`src/rtl/hra_pkg.sv`:
```
package hra_pkg;
  localparam int KIND_W  = 2;
  localparam int CAUSE_W = 3;

  typedef enum logic [KIND_W-1:0] {
    K_ILLEGAL = 2'd0,
    K_PRIV    = 2'd1,
    K_ADDR    = 2'd2,
    K_BUS     = 2'd3
  } fault_kind_e;

  typedef enum logic [CAUSE_W-1:0] {
    C_NONE  = 3'd0,
    C_FOF   = 3'd1,
    C_BKGD  = 3'd2,
    C_FAULT = 3'd3
  } cause_e;
endpackage

```
`src/rtl/hra_classify.sv`:
```
module hra_classify
  import hra_pkg::*;
(
  input  logic              fault_valid,
  input  logic [KIND_W-1:0] fault_kind,
  input  logic              exc_active,
  input  logic              rd_addr_bus,
  input  logic              rd_illegal,
  output logic              flt_any,
  output logic              flt_halt,
  output cause_e            flt_cause
);
  logic is_fof;
  logic addr_class;

  always_comb begin
    is_fof     = fault_valid && exc_active;
    addr_class = (fault_kind == K_ADDR) || (fault_kind == K_BUS);
    flt_any    = fault_valid;
    if (is_fof) begin
      flt_halt  = rd_addr_bus;
      flt_cause = C_FOF;
    end else begin
      flt_halt  = addr_class ? rd_addr_bus : rd_illegal;
      flt_cause = C_FAULT;
    end
  end
endmodule

```
`src/rtl/hra_ctrl.sv`:
```
module hra_ctrl
  import hra_pkg::*;
(
  input  logic               clk,
  input  logic               rst_n,
  input  logic               flt_any,
  input  logic               flt_halt,
  input  cause_e             flt_cause,
  input  logic               dbg_bkgd,
  input  logic               dbg_go,
  input  logic               core_sleep,
  output logic               halt_req,
  output logic               reset_req,
  output logic               resume_pulse,
  output logic               wake_req,
  output logic [CAUSE_W-1:0] halt_cause
);
  logic   halted_q, halted_d;
  cause_e cause_q, cause_d;
  logic   rst_q, rst_d, res_q, res_d, wake_q, wake_d, pend_q, pend_d;

  always_comb begin
    halted_d = halted_q;
    cause_d  = cause_q;
    pend_d   = pend_q;
    rst_d    = 1'b0;
    res_d    = 1'b0;
    wake_d   = 1'b0;
    if (halted_q) begin
      if (dbg_go) begin
        halted_d = 1'b0;
        cause_d  = C_NONE;
        res_d    = 1'b1;
      end
    end else if (flt_any) begin
      pend_d = 1'b0;
      if (flt_halt) begin
        halted_d = 1'b1;
        cause_d  = flt_cause;
      end else begin
        rst_d   = 1'b1;
        cause_d = C_NONE;
      end
    end else if (pend_q) begin
      pend_d   = 1'b0;
      halted_d = 1'b1;
      cause_d  = C_BKGD;
    end else if (dbg_bkgd) begin
      if (core_sleep) begin
        wake_d = 1'b1;
        pend_d = 1'b1;
      end else begin
        halted_d = 1'b1;
        cause_d  = C_BKGD;
      end
    end
  end

  always_ff @(posedge clk) begin
    if (!rst_n) begin
      halted_q <= 1'b0;
      cause_q  <= C_NONE;
      rst_q    <= 1'b0;
      res_q    <= 1'b0;
      wake_q   <= 1'b0;
      pend_q   <= 1'b0;
    end else begin
      halted_q <= halted_d;
      cause_q  <= cause_d;
      rst_q    <= rst_d;
      res_q    <= res_d;
      wake_q   <= wake_d;
      pend_q   <= pend_d;
    end
  end

  assign halt_req     = halted_q;
  assign reset_req    = rst_q;
  assign resume_pulse = res_q;
  assign wake_req     = wake_q;
  assign halt_cause   = cause_q;

  a_r7_wake_then_stop: assert property (@(posedge clk) disable iff (!rst_n)
    wake_req |=> (halt_req || reset_req));
  a_r8_go_releases: assert property (@(posedge clk) disable iff (!rst_n)
    (halt_req && dbg_go) |=> (!halt_req && resume_pulse && halt_cause == C_NONE));
  a_r9_resume_only_from_halt: assert property (@(posedge clk) disable iff (!rst_n)
    resume_pulse |-> $past(halt_req));
  a_r10_cause_held: assert property (@(posedge clk) disable iff (!rst_n)
    (halt_req && !dbg_go) |=> (halt_req && $stable(halt_cause)));
  a_r11_reset_wins: assert property (@(posedge clk) disable iff (!rst_n)
    reset_req |-> (!halt_req && halt_cause == C_NONE));
endmodule

```
`src/rtl/halt_reset_arbiter.sv`:
```
module halt_reset_arbiter
  import hra_pkg::*;
(
  input  logic              clk,
  input  logic              rst_n,
  input  logic              fault_valid,
  input  logic [KIND_W-1:0] fault_kind,
  input  logic              exc_active,
  input  logic              rd_addr_bus,
  input  logic              rd_illegal,
  input  logic              dbg_bkgd,
  input  logic              dbg_go,
  input  logic              core_sleep,
  output logic              halt_req,
  output logic              reset_req,
  output logic              resume_pulse,
  output logic              wake_req,
  output logic [CAUSE_W-1:0] halt_cause
);
  logic   flt_any, flt_halt;
  cause_e flt_cause;

  hra_classify u_cls (
    .fault_valid (fault_valid),
    .fault_kind  (fault_kind),
    .exc_active  (exc_active),
    .rd_addr_bus (rd_addr_bus),
    .rd_illegal  (rd_illegal),
    .flt_any     (flt_any),
    .flt_halt    (flt_halt),
    .flt_cause   (flt_cause)
  );

  hra_ctrl u_ctrl (
    .clk          (clk),
    .rst_n        (rst_n),
    .flt_any      (flt_any),
    .flt_halt     (flt_halt),
    .flt_cause    (flt_cause),
    .dbg_bkgd     (dbg_bkgd),
    .dbg_go       (dbg_go),
    .core_sleep   (core_sleep),
    .halt_req     (halt_req),
    .reset_req    (reset_req),
    .resume_pulse (resume_pulse),
    .wake_req     (wake_req),
    .halt_cause   (halt_cause)
  );

  a_r2_fof_halts: assert property (@(posedge clk) disable iff (!rst_n)
    (!halt_req && fault_valid && exc_active && rd_addr_bus) |=> (halt_req && halt_cause == C_FOF));
  a_r3_fof_resets: assert property (@(posedge clk) disable iff (!rst_n)
    (!halt_req && fault_valid && exc_active && !rd_addr_bus) |=> (reset_req && !halt_req));
  a_r6_bkgd_awake: assert property (@(posedge clk) disable iff (!rst_n)
    (!halt_req && !wake_req && !fault_valid && dbg_bkgd && !core_sleep) |=> (halt_req && halt_cause == C_BKGD));
endmodule

```
`config.mk`:
```
export PLATFORM = sky130hd
export DESIGN_NAME = halt_reset_arbiter
export DESIGN_NICKNAME = d
export VERILOG_FILES = /design/src/rtl/hra_pkg.sv /design/src/rtl/hra_classify.sv /design/src/rtl/hra_ctrl.sv /design/src/rtl/halt_reset_arbiter.sv
export SDC_FILE = /design/constraint.sdc
export NUM_CORES = 1
export LEC_CHECK = 0
export ABC_AREA = 1
export BUFFER_PORTS_ARGS = -buffer_cell sky130_fd_sc_hd__buf_2
export CORE_AREA = 2 2 39 41
export CTS_CLUSTER_DIAMETER = 60
export DETAILED_ROUTE_END_ITERATION = 10
export DIE_AREA = 0 0 41 43
export PLACE_DENSITY_LB_ADDON = 0.05
export SETUP_SLACK_MARGIN = 0.4
export SYNTH_ARGS = -nofsm -noshare
export SYNTH_HDL_FRONTEND = slang
export SYNTH_SLANG_ARGS = --single-unit
export TNS_END_PERCENT = 5
```
`constraint.sdc`:
```
create_clock -name clk -period 1.37 [get_ports clk]
set_clock_uncertainty 0.2 [all_clocks]
set_input_delay 0.137 -clock clk [delete_from_list [all_inputs] [get_ports clk]]
set_output_delay 0.137 -clock clk [all_outputs]
set_load 0.05 [all_outputs]
```
==> flow_summary_export.csv, run 1 <==
group,metric,value,unit
pwr,vdd_drop_max,443,uV
run,cap_violations,0,
setup_path,end_kind,"output port",
sta,rsz0062_at_grt,"yes",
die,io_pins,18,
setup_path,path_max_fanout,5,
cells_and_area,area_growth,44.9,%
synth,avgSynthCellArea,6.91,sq um
routing,drt_iter0_drc,3,
synth,synth_area,332,sq um
routing,routed_wl,696,um
cts,cts_buffer_depth,2,
sta,whs,-0.0702,ns
synth,synth_area_leaders,"dfxtp_1 42%, nand2_1 12%, inv_1 10%",
die,dieArea,1760,sq um
synth,ys_types,14,
die,die_y,43,um
sta,fmax,0.898,GHz
die,rows,14,
cts,cts_buffers,3,
sta,setup_tns,0,ns
routing,routedWlPerCell,8.49,um
cells_and_area,nNetsFinal,78,
cells_and_area,drive_above_1_share,42.4,%
cts,insertion_delay,0.25,ns
setup_path,cp.arrival,0.78,ns
pwr,power_density,1150,nW/um^2
cells_and_area,final_common_cell,"nand2_1",
setup_path,critPathLaunchType,"flip-flop",
die,start_util,24.0,%
routing,via_per_inst,4.09,
routing,dr_total_vias,335,
routing,final_antenna_net_count,0,
setup_path,cpMaxStageDelayCell,"dfxtp_4",
cts,path_clk_slew,0.05,ns
grt,antenna_found_initial,0,
hold_path,min_path_type,"in -> reg",
place,place_hpwl,565,um
cells_and_area,final_cell_mix,"11 x nand2_1, 9 x inv_1, 9 x buf_2",
setup_path,max_stage_delay,0.38,ns
pwr,power,553,uW
cts,h-tree-depth,1,
run_status,violations,"negative hold slack",
setup_path,cp.required,1.03,ns
sta,finalMaxSlewViolations,0,
grt,grt-ovfl-total,0,
grt,grt_pass1_wl,1080,um
place,place_area,427,sq um
routing,dr.pass1.iters,2,
setup_path,cp_top_family,"flip-flops",
sta,period_share,81.3,%
synth,syn_inst,48,
place,gp_congestion,0.706,
run_status,status,"finished, violations left",
pwr,power_leakage,0.000261,uW
sta,setup_viol,0,
cells_and_area,n_antenna_cell,0,
synth,ys_warn_count,0,
setup_path,cp_cell_sequence,"buf_8",
cts,cts_sinks,7,
routing,drcViolationCount,0,
setup_path,path_class,"reg -> out",
cts,cts_tree,"done",
setup_path,r2r_slack,0.29,ns
grt,grt_max_degree,6,
synth,synth_seq_cells,7,
synth,syn_nets,59,
die,core-area,1380,sq um
grt,track_usage,9.62,%
cts,cts-root-buf,"clkbuf_4",
grt,grt_pass1_vias,277,
sta,min_period,1.11,ns
cells_and_area,design_area,480,sq um
synth,synth-seq-area-share,42.3,%
cts,postCtsSetupBuffers,0,
setup_path,path_buf_inv,1,
sta,hold_viol_final,6,
place,io_buffers,15,
synth,yosys.area.top_type,"dfxtp_1",
synth,synth_top_area_share,42.3,%
die,die_w,41,um
[where the power goes]
group | total, uW | switching [uW] | internal (uW)
clock network | 189 | 78.0 | 111
logic | 136 | 88.1 | 48.1
registers | 227 | 9.79 | 217
[kinds of logic (layout without fill, tap and decap cells)]
| family | after synthesis | after routing | share of synthesized area, % |
|---|---|---|---|
| flip-flops | 7 | 7 | 42.3 |
| AO/OA/AOI/OAI | 5 | 5 | 8.68 |
| AND/OR/NAND/NOR | 24 | 24 | 33.2 |
| buffers and inverters | 11 | 29 | 14.7 |
| other | 1 | 1 | 1.13 |
[registers in the layout, summed over array words and instances (netlist names)]
signal and cells:
u_ctrl.pend_q 1, u_ctrl.reset_req 1, u_ctrl.halt_req 1, u_ctrl.halt_cause 2
u_ctrl.wake_req 1, u_ctrl.resume_pulse 1
[routing by layer]
layer  track usage (%)  vias up  routed length, um
met2              11.3       14                286
met5                 0        -                  0
li1                  -      178                  -
met3              3.14        5                 58
met1              12.5      138                323
met4              10.0        0                 27
[final cells by class]
| cell class | instances | area [sq um] |
|---|---|---|
| Timing Repair Buffer | 15 | 101 |
| Tap cell | 16 | 20.0 |
| Clock buffer | 4 | 26.3 |
| Multi-Input combinational cell | 30 | 145 |
| Fill cell | 157 | 903 |
| Sequential cell | 7 | 146 |
| Inverter | 10 | 41.3 |
[cell usage after synthesis (all sizes together)]
library cell   n
nand2         14
inv            9
dfxtp          7
nand3          5
nor2           4
a21oi          3
a31o           1
buf            1
clkinvlp       1
conb           1
nor3           1
o21ai          1
[final timing paths]
check | cells past startpoint | endpoint | startpoint
max | 1 | halt_req | u_ctrl.halt_req$_SDFF_PN0_
max reg2reg | 5 | u_ctrl.halt_cause[1]$_SDFFE_PN0P_ | u_ctrl.halt_req$_SDFF_PN0_
min reg2reg | 2 | u_ctrl.halt_cause[1]$_SDFFE_PN0P_ | u_ctrl.halt_cause[1]$_SDFFE_PN0P_
min | 3 | u_ctrl.resume_pulse$_SDFF_PN0_ | dbg_go
[stage by stage]
stage / worst slack (ns) / hold WS (ns) / utilization [%] / std cells
after detailed placement: 0.287 / 0.202 / 30.8 / 78
after CTS: 0.245 / -0.0694 / 34.6 / 82
after global routing: 0.225 / -0.0541 / 34.7 / 82
after floorplan: 0.285 / 0.0760 / - / 48
final: 0.256 / -0.0702 / 34.7 / 82
after global placement: 0.305 / 0.198 / 30.8 / 78
[what timing repair did]
item	in CTS	in global routing
setup endpoints to repair	10	12
gates resized for setup	9	1
hold endpoints to repair	6	4
No activity file was read; power rests on OpenSTA's default activity.
==> inputs of run 2 (changes only) <==
- clock period: 1.37 -> 0.99 ns (I/O delays scaled with it)
==> run 2 against run 1 <==
  * The run ends with negative hold slack, negative setup slack left
  * Critical path depth stayed put
  * Non-clock buffer count up 1
  * Via count increased by 2.7%
  * Combinational power is 51% higher
  * Register-to-register slack got worse by 0.36 ns
  * Clock-buffer cell count unchanged
  * Critical endpoint unchanged
  * Largest cell class is now multi-input gates
==> flow_summary_export.csv, run 2 (synthesis results as in run 1) <==
group,metric,value,unit
run_status,status,"finished, violations left",
run_status,violations,"negative hold slack, negative setup slack",
grt,antenna_found_initial,0,
routing,dr_total_vias,344,
setup_path,critPathLaunchType,"flip-flop",
sta,setup_viol,10,
setup_path,cpMaxStageDelayCell,"dfxtp_4",
cells_and_area,post-route-util,38.4,%
pwr,p_sw_share,31.8,%
pwr,pwr-share-clk,33.4,%
setup_path,path_max_fanout,5,
grt,grt-ovfl-total,0,
setup_path,path_buf_inv,1,
cells_and_area,area_growth,60.4,%
die,start_util,24.0,%
setup_path,end_kind,"output port",
cells_and_area,nNetsFinal,79,
sta,finalMaxSlewViolations,0,
routing,drcViolationCount,0,
die,dieArea,1760,sq um
routing,routed_wl,662,um
run,cap_violations,0,
grt,grt_pass1_wl,1000,um
die,die_y,43,um
place,gp_congestion,0.705,
place,place_area,434,sq um
routing,drt_iter0_drc,14,
setup_path,cp_top_family,"flip-flops",
routing,via_per_inst,4.14,
grt,grt_max_degree,6,
sta,period_share,111,%
cts,cts_buffer_depth,2,
pwr,switchingPower,250,uW
cts,cts_sinks,7,
cts,path_clk_slew,0.05,ns
cts,postCtsSetupBuffers,0,
cells_and_area,final_cell_mix,"11 x nand2_1, 9 x buf_2, 8 x inv_1",
die,core-area,1380,sq um
pwr,p_int,537,uW
setup_path,max_stage_delay,0.39,ns
sta,min_period,1.09,ns
cells_and_area,design_area,532,sq um
routing,routedWlPerCell,7.98,um
cells_and_area,drive_above_1_share,52.2,%
pwr,power_density,1480,nW/um^2
cells_and_area,n_antenna_cell,0,
cts,cts-root-buf,"clkbuf_4",
cts,cts_tree,"done",
sta,hold_viol_final,7,
setup_path,path_class,"reg -> out",
pwr,power_leakage,0.000276,uW
sta,fmax,0.914,GHz
grt,grt_pass1_vias,245,
setup_path,cp.arrival,0.80,ns
pwr,seqPwrFrac,40.5,%
place,io_buffers,15,
pwr,comb_power_share,26.1,%
cells_and_area,largest_reg_flops,2,
die,die_w,41,um
cts,h-tree-depth,1,
routing,dr.pass1.iters,4,
setup_path,cp_cell_sequence,"buf_8",
sta,whs,-0.107,ns
hold_path,min_path_type,"in -> reg",
setup_path,cp.required,0.69,ns
sta,rsz0062_at_grt,"yes",
cts,cts_buffers,3,
sta,setup_tns,-0.418,ns
die,io_pins,18,
die,rows,14,
pwr,vdd_drop_max,515,uV
place,place_hpwl,545,um
cells_and_area,final_common_cell,"nand2_1",
sta,finalWorstSetupSlack,-0.104,ns
cts,insertion_delay,0.25,ns
routing,final_antenna_net_count,0,
grt,track_usage,8.84,%
==> run 2: cell count changes in the layout (fill, tap and decap cells not counted), sizes merged <==
cell / before / now
buf: 15 / 16
==> run 2: power by group through the flow <==
stage,Clock (uW),Combinational [uW],Sequential [uW]
final,263,205,319
after CTS,271,200,317
after detailed placement,0,178,317
after global placement,0,179,317
after global routing,290,223,320
after floorplan,0,73.1,370
==> run 2: layout make-up <==
cell class	count	area [sq um]
fill	154	852
multi-input combinational	30	155
sequential	7	154
timing repair buffer	16	135
inverter	10	41.3
clock buffer	4	26.3
tap	16	20.0
==> run 2: tightest hold or removal path, cell delays in order <==
cell	delay [ns]
buf_2	0.10
nand3_1	0.05
nor2_1	0.05
==> run 2: path summary, 6_finish.rpt <==
kind	depth (start not counted)	endpoint	start	slack, ns
worst min register to register	2	u_ctrl.halt_cause[1]$_SDFFE_PN0P_	u_ctrl.halt_cause[1]$_SDFFE_PN0P_	0.27
worst min-delay path	3	u_ctrl.wake_req$_SDFF_PP0_	core_sleep	-0.11
worst max register to register	5	u_ctrl.halt_cause[1]$_SDFFE_PN0P_	u_ctrl.halt_req$_SDFF_PN0_	-0.07
worst max-delay path	1	halt_req	u_ctrl.halt_req$_SDFF_PN0_	-0.10
==> run 2: per-layer routing <==
metal  GRT usage (%)  share of wire, %  up-vias  routed length, um
li1                -                 -      183                  -
met1            12.3                44      144                294
met2            10.0                42       14                278
met3            4.71                11        3                 70
met4            6.00               2.9        0                 19
met5               0                 0        -                  0
==> run 2: stage by stage <==
step,cells,total power [uW],setup WS (ns)
finish,83,787,-0.104
global route,83,833,-0.129
CTS,83,788,-0.0970
detailed placement,79,494,-0.0830
global placement,79,497,-0.0689
floorplan,48,443,-0.0952
==> run 2: timing repair <==
item,4_1_cts,5_1_grt
hold endpoints to repair,7,7
pin swaps,2,1
endpoints found under the setup margin,13,13
resized for setup,18,7
